### src/rtl/rxcs_pkg.sv
package rxcs_pkg;
    typedef enum logic [1:0] {
        MODE_ASYNC   = 2'b00,
        MODE_ASYNC_B = 2'b01,
        MODE_MASTER  = 2'b10,
        MODE_SLAVE   = 2'b11
    } rx_mode_e;

    typedef struct packed {
        logic       ferr;
        logic [8:0] bits;
    } rx_entry_t;

    typedef struct packed {
        logic port_en;
        logic nine;
        logic one_shot;
        logic cont;
    } ctrl_st_t;
endpackage

### src/rtl/rxcs_ctrl.sv
module rxcs_ctrl
    import rxcs_pkg::*;
(
    input  logic       clk,
    input  logic       rst_n,
    input  logic       wr_i,
    input  logic [3:0] wbits_i,
    input  logic [1:0] mode_i,
    input  logic       accept_i,
    input  logic       ovr_i,
    output ctrl_st_t   st_o,
    output logic       armed_o
);
    ctrl_st_t st_d, st_q;
    logic     is_master;

    assign is_master = (mode_i == MODE_MASTER);

    always_comb begin
        st_d = st_q;
        if (accept_i && is_master && !st_q.cont)
            st_d.one_shot = 1'b0;
        if (wr_i) begin
            st_d.port_en  = wbits_i[3];
            st_d.nine     = wbits_i[2];
            st_d.one_shot = wbits_i[1];
            st_d.cont     = wbits_i[0];
        end
    end

    always_ff @(posedge clk or negedge rst_n) begin
        if (!rst_n) st_q <= '0;
        else        st_q <= st_d;
    end

    assign armed_o = st_q.port_en && !ovr_i &&
                     (st_q.cont || (is_master && st_q.one_shot));
    assign st_o    = st_q;

    AST_ONESHOT_CLEARS: assert property (@(posedge clk) disable iff (!rst_n)
        (accept_i && is_master && !st_q.cont && !wr_i) |=> !st_q.one_shot);
    AST_CONT_KEEPS_ONESHOT: assert property (@(posedge clk) disable iff (!rst_n)
        (st_q.cont && st_q.one_shot && !wr_i) |=> st_q.one_shot);
endmodule

### src/rtl/rxcs_fifo.sv
module rxcs_fifo
    import rxcs_pkg::*;
#(
    parameter int DEPTH = 2
) (
    input  logic      clk,
    input  logic      rst_n,
    input  logic      push_i,
    input  logic      pop_i,
    input  rx_entry_t wentry_i,
    output rx_entry_t head_o,
    output logic      full_o,
    output logic      empty_o
);
    localparam int PTR_W = (DEPTH > 1) ? $clog2(DEPTH) : 1;
    localparam int CNT_W = $clog2(DEPTH + 1);

    typedef struct packed {
        logic [PTR_W-1:0] wp;
        logic [PTR_W-1:0] rp;
        logic [CNT_W-1:0] cnt;
    } fifo_st_t;

    fifo_st_t  st_d, st_q;
    rx_entry_t mem_q [DEPTH];

    function automatic logic [PTR_W-1:0] bump(input logic [PTR_W-1:0] p);
        return (p == PTR_W'(DEPTH - 1)) ? '0 : p + 1'b1;
    endfunction

    always_comb begin
        st_d = st_q;
        if (push_i) st_d.wp = bump(st_q.wp);
        if (pop_i)  st_d.rp = bump(st_q.rp);
        case ({push_i, pop_i})
            2'b10:   st_d.cnt = st_q.cnt + 1'b1;
            2'b01:   st_d.cnt = st_q.cnt - 1'b1;
            default: st_d.cnt = st_q.cnt;
        endcase
    end

    always_ff @(posedge clk or negedge rst_n) begin
        if (!rst_n) st_q <= '0;
        else        st_q <= st_d;
    end

    for (genvar i = 0; i < DEPTH; i++) begin : g_slot
        always_ff @(posedge clk or negedge rst_n) begin
            if (!rst_n)
                mem_q[i] <= '0;
            else if (push_i && st_q.wp == PTR_W'(i))
                mem_q[i] <= wentry_i;
        end
    end

    assign head_o  = mem_q[st_q.rp];
    assign full_o  = (st_q.cnt == CNT_W'(DEPTH));
    assign empty_o = (st_q.cnt == '0);

    AST_CNT_BOUND: assert property (@(posedge clk) disable iff (!rst_n)
        st_q.cnt <= CNT_W'(DEPTH));
    AST_NO_POP_EMPTY: assert property (@(posedge clk) disable iff (!rst_n)
        empty_o |-> !pop_i);
endmodule

### src/rtl/rxcs_status.sv
module rxcs_status
    import rxcs_pkg::*;
(
    input  logic      clk,
    input  logic      rst_n,
    input  logic      accept_i,
    input  logic      full_i,
    input  logic      pop_i,
    input  rx_entry_t head_i,
    input  logic      wr_i,
    input  logic      wcont_i,
    output logic      ovr_o,
    output logic      ferr_o,
    output logic      bit9_o,
    output logic [7:0] byte_o
);
    typedef struct packed {
        logic       ovr;
        logic       ferr;
        logic       bit9;
        logic [7:0] rbyte;
    } stat_st_t;

    stat_st_t st_d, st_q;
    logic     ovr_set;

    assign ovr_set = accept_i && full_i && !pop_i;

    always_comb begin
        st_d = st_q;
        if (ovr_set)
            st_d.ovr = 1'b1;
        if (wr_i && !wcont_i)
            st_d.ovr = 1'b0;
        if (pop_i) begin
            st_d.ferr  = head_i.ferr;
            st_d.bit9  = head_i.bits[8];
            st_d.rbyte = head_i.bits[7:0];
        end
    end

    always_ff @(posedge clk or negedge rst_n) begin
        if (!rst_n) st_q <= '0;
        else        st_q <= st_d;
    end

    assign ovr_o  = st_q.ovr;
    assign ferr_o = st_q.ferr;
    assign bit9_o = st_q.bit9;
    assign byte_o = st_q.rbyte;

    AST_OVR_STICKY: assert property (@(posedge clk) disable iff (!rst_n)
        (st_q.ovr && !(wr_i && !wcont_i)) |=> st_q.ovr);
    AST_OVR_NEEDS_FULL: assert property (@(posedge clk) disable iff (!rst_n)
        $rose(st_q.ovr) |-> $past(full_i));
    AST_STATUS_HOLD: assert property (@(posedge clk) disable iff (!rst_n)
        !pop_i |=> $stable(st_q.rbyte) && $stable(st_q.ferr));
endmodule

### src/rtl/rxcs_top.sv
module rxcs_top
    import rxcs_pkg::*;
#(
    parameter int DEPTH = 2
) (
    input  logic       clk,
    input  logic       rst_n,
    input  logic       reg_wr_i,
    input  logic [7:0] reg_wdata_i,
    output logic [7:0] reg_rdata_o,
    input  logic [1:0] mode_i,
    input  logic       frame_done_i,
    input  logic [8:0] frame_data_i,
    input  logic       frame_ferr_i,
    input  logic       data_rd_i,
    output logic [7:0] rx_byte_o,
    output logic       rx_avail_o,
    output logic       rx_armed_o,
    output logic       rx_nine_o
);
    ctrl_st_t  ctl;
    rx_entry_t wentry, head;
    logic      armed, accept, push, pop, full, empty, ovr, ferr, bit9;

    assign accept = frame_done_i && armed;
    assign pop    = data_rd_i && !empty;
    assign push   = accept && (!full || pop);

    always_comb begin
        wentry.ferr = frame_ferr_i;
        wentry.bits = {frame_data_i[8] & ctl.nine, frame_data_i[7:0]};
    end

    rxcs_ctrl u_ctrl (
        .clk     (clk),
        .rst_n   (rst_n),
        .wr_i    (reg_wr_i),
        .wbits_i (reg_wdata_i[7:4]),
        .mode_i  (mode_i),
        .accept_i(accept),
        .ovr_i   (ovr),
        .st_o    (ctl),
        .armed_o (armed)
    );

    rxcs_fifo #(.DEPTH(DEPTH)) u_fifo (
        .clk     (clk),
        .rst_n   (rst_n),
        .push_i  (push),
        .pop_i   (pop),
        .wentry_i(wentry),
        .head_o  (head),
        .full_o  (full),
        .empty_o (empty)
    );

    rxcs_status u_stat (
        .clk     (clk),
        .rst_n   (rst_n),
        .accept_i(accept),
        .full_i  (full),
        .pop_i   (pop),
        .head_i  (head),
        .wr_i    (reg_wr_i),
        .wcont_i (reg_wdata_i[4]),
        .ovr_o   (ovr),
        .ferr_o  (ferr),
        .bit9_o  (bit9),
        .byte_o  (rx_byte_o)
    );

    assign reg_rdata_o = {ctl.port_en, ctl.nine, ctl.one_shot, ctl.cont,
                          1'b0, ferr, ovr, bit9};
    assign rx_avail_o  = !empty;
    assign rx_armed_o  = armed;
    assign rx_nine_o   = ctl.nine;

    AST_DISABLED_IGNORES: assert property (@(posedge clk) disable iff (!rst_n)
        (!ctl.port_en && frame_done_i && !pop) |=> $stable(rx_avail_o));
    AST_OVR_BLOCKS: assert property (@(posedge clk) disable iff (!rst_n)
        ovr |-> !push);
    AST_NINE_MASK: assert property (@(posedge clk) disable iff (!rst_n)
        (push && !ctl.nine) |-> !wentry.bits[8]);
endmodule

### config.mk
export PLATFORM = sky130hd
export DESIGN_NAME = rxcs_top
export DESIGN_NICKNAME = d
export VERILOG_FILES = /design/src/rtl/rxcs_pkg.sv /design/src/rtl/rxcs_ctrl.sv /design/src/rtl/rxcs_fifo.sv /design/src/rtl/rxcs_status.sv /design/src/rtl/rxcs_top.sv
export SDC_FILE = /design/constraint.sdc
export NUM_CORES = 1
export LEC_CHECK = 0
export ABC_AREA = 1
export ABC_CLOCK_PERIOD_IN_PS = 1600
export BUFFER_PORTS_ARGS = -buffer_cell sky130_fd_sc_hd__buf_2
export CAP_MARGIN = 20
export CORE_MARGIN = 1
export CORE_UTILIZATION = 45
export DETAILED_ROUTE_END_ITERATION = 6
export GPL_TIMING_DRIVEN = 0
export HOLD_SLACK_MARGIN = 0.02
export PLACE_DENSITY = 0.66
export SLEW_MARGIN = 25
export SYNTH_ARGS = -nofsm -noshare
export SYNTH_HDL_FRONTEND = slang
export SYNTH_SLANG_ARGS = --single-unit
### constraint.sdc
create_clock -name clk -period 1.6 [get_ports clk]
set_input_delay 0 -clock clk [delete_from_list [all_inputs] [get_ports clk]]
set_output_delay 0 -clock clk [all_outputs]
set_load 0.1 [all_outputs]
==> key figures <==
Route
  • Post-DR vias/cell: 4.80
  • DR WL/cell: 11.5 µm
  • 1st-pass router iterations: 4
  • Via count: 1473
  • Wirelength, routed: ~3.5 mm
  • Post-DRT Antenna Nets: 0
  • DRC violations left: 0
  • Initial detailed-routing violation count: 84

STA
  • Peak Freq: 667 MHz
  • Worst clock skew: 2.91 ps
  • Final Critical Period: 1500 ps
  • Sum of negative setup slack: 0 ps
  • Max-slew violation count: 0
  • Period utilisation layout: 0.937
  • Hold Vio Cnt, Final: 0
  • Final setup viols: 0
  • Worst slew pin tran: ~850 ps
  • RSZ-0062 raised after global routing: false
  • Slew margin rel.: 0.436

Die
  • Initial core utilization: 0.481
  • Die W: 65.5 µm
  • Io pins: 44
  • Core ar.: 3770 µm²
  • Die footprint: approximately 4300 µm²
  • Die height: 65.5 µm
  • FP Rows: 22

Worst setup path
  • CP cell instances: nor2_4 > a21boi_4 > buf_2
  • CP endpoint kind: output port
  • Worst R2R End: u_fifo.mem_q[8]
  • Slowest cell on crit path: dfrtp_1
  • R2R Path Start: u_ctrl.st_o[1]
  • Critical path type: reg -> out
  • Internal reg-to-reg setup slack: 230 ps
  • WP data required: 1600 ps
  • Critical path fanouts, max: 3
  • Reg2Reg Depth: 8
  • Startpoint type of the worst setup path: register
  • WP data arrival: roughly 1500 ps
  • CP peak stage delay: 430 ps

Logic synthesis
  • Syn_nets: roughly 220
  • Syn_area_per_cell: 9.35 µm²
  • Synth Instances: between 150 and 200
  • Yosys Warn Count: 0
  • Post-Synth Simple-Gate Area: 0.206
  • Share of the yosys chip area belonging to registers: 0.538
  • Adder-Cell Fraction of Synth Area: 0
  • Flops & latches, synth: 39
  • Main combinational cell family by area after synthesis: simple AND/OR/NAND/NOR gates
  • Synth Area in XOR/XNOR: 0.00483
  • Synth Area in Compound Gates: 0.151
  • Count of different cell masters after synthesis: 27
  • Synthesized area: roughly 1800 µm²
  • Multiplexer area fraction after synthesis: 0

Clock network
  • Clock Latency Late Sink: 280 ps
  • CTS tree: done
  • Inserted Clock Buffers: 5
  • Max Root-Sink Buffers: 2
  • Clock slew at the register clock pins of the worst setup and hold paths: about 70 ps
  • Sink Count: 39
  • CTS root buffer: clkbuf_8
  • CTS H-Tree Depth: 2

Cells and area
  • Final #Nets: 283
  • Layout area overhead: 31.1%
  • Final instance area: 2380 µm²
  • Fraction of layout cells with a size suffix above 1: 0.313
  • Final core occ: 0.630
  • Antenna cells: 0
  • Most common cell after layout, fill and taps aside: nand2_1
  • Non-filler cells, final: 307
  • Commonest non-fill, non-tap cells in the layout: 59 x nand2_1, 38 x buf_2, 36 x dfrtp_1, 19 x o21ai_1, 19 x dlygate4sd3_1
  • Fill cells: 342

Pwr
  • Worst vdd rail ir drop: between 0.8 and 0.9 mV
  • P per Cell Area: 2050 nW/µm²
  • Static leakage: roughly 1.2 nW

Global route
  • Largest net degree at the start of global routing: 40
  • First-pass GRT wire length: 6.15 mm
  • Initial antenna violation count: 0
  • Total grt overflow: 0
  • Vias in the first global route: 1418
  • GR Util All Layers: 0.193

Hold path
  • Hold depth: 3
  • Hold Path Origin: frame_done_i
  • HP Class: in -> reg
  • Worst hold endpoint: u_stat.ovr_o

Placed design
  • Placer Congestion: 0.683
  • Port Buffers: 38
  • DP HPWL: 2.32 mm
  • Inst Count DP: 280
  • Dpl cell area: 2090 µm²

Outcome
  • Status: finished clean

Run
  • Max-Cap Viols: 0
-- power by group --
group	internal, mW	switching (mW)
logic	0.618	1.89
clock network	0.393	0.310
registers	1.42	0.245
total	2.43	2.45
-- per-layer routing --
layer,wire [µm],vias to the layer above,GRT usage
met1,1520,687,0.208
met3,164,6,0.0486
met2,1800,40,0.363
met4,51,0,0.0652
met5,0,-,0
li1,-,740,-
-- metrics by stage --
stage	power (mW)	setup WS, ps	hold slack (ps)
final	4.88	101	23.6
after global routing	5.19	25.2	47.0
after CTS	4.92	83.2	20.1
after detailed placement	4.18	237	160
after global placement	4.14	234	163
after floorplan	3.77	-183	-296
-- cell families (layout without fill, tap and decap cells) --
kind of cell	count (synthesis)	after routing
simple gates	83	83
compound gates	37	37
xor+xnor	1	1
buf+inv	33	98
flops	39	39
other cells	1	1
-- layout make-up --
type                            count  area, µm²  area share
Buffer                             12       97.6      0.0411
Clock buffer                        8        100      0.0421
Inverter                           21       78.8      0.0332
Multi-Input combinational cell    122        672       0.283
Sequential cell                    39        987       0.415
Tap cell                           48       60.1      0.0253
Timing Repair Buffer               57        380       0.160
-- critical path, delay by kind of cell, from the launching register on --
kind | cells | cell delay (ps)
AO/OA/AOI/OAI | 1 | 190
buffers and inverters | 1 | 430
flip-flops | 1 | 430
AND/OR/NAND/NOR | 1 | 160
-- state kept, by name, indices dropped and copies added, names as in the netlist --
signal,cells
u_stat.ovr_o,1
u_ctrl.st_o,4
u_stat.ferr_o,1
u_fifo.st_q,4
u_fifo.mem_q,20
u_stat.bit9_o,1
u_stat.byte_o,8
-- worst max path at each step --
| stage | from | to | cells after the start |
|---|---|---|---|
| final | u_stat.ovr_o | rx_armed_o | 3 |
| after global routing | u_stat.ovr_o | rx_armed_o | 3 |
| after CTS | u_stat.ovr_o | rx_armed_o | 3 |
| after detailed placement | u_ctrl.st_o[1] | u_fifo.mem_q[9] | 8 |
| after global placement | u_ctrl.st_o[1] | u_fifo.mem_q[2] | 8 |
| after floorplan | u_ctrl.st_o[3] | u_stat.ovr_o | 5 |
-- repair_timing --
item / CTS / global route
buffers inserted: 0 / 0
endpoints found under the hold margin: 64 / 0
resized for setup: 0 / 0
hold buffers: 19 / 0
-- cell usage after synthesis, drive strengths merged --
cell type | count | area share
a21boi | 1 | 0.0041
a21oi | 3 | 0.014
a31oi | 10 | 0.066
buf | 11 | 0.052
clkbuf | 1 | 0.0021
clkinv | 1 | 0.0021
conb | 1 | 0.0021
dfrtp | 39 | 0.54
inv | 20 | 0.041
nand2 | 62 | 0.13
nand3 | 6 | 0.026
nand4 | 1 | 0.0035
nor2 | 13 | 0.035
nor3 | 1 | 0.0090
o211ai | 1 | 0.0041
o21ai | 22 | 0.063
xor2 | 1 | 0.0048
Power figures use the tool's default switching activity.
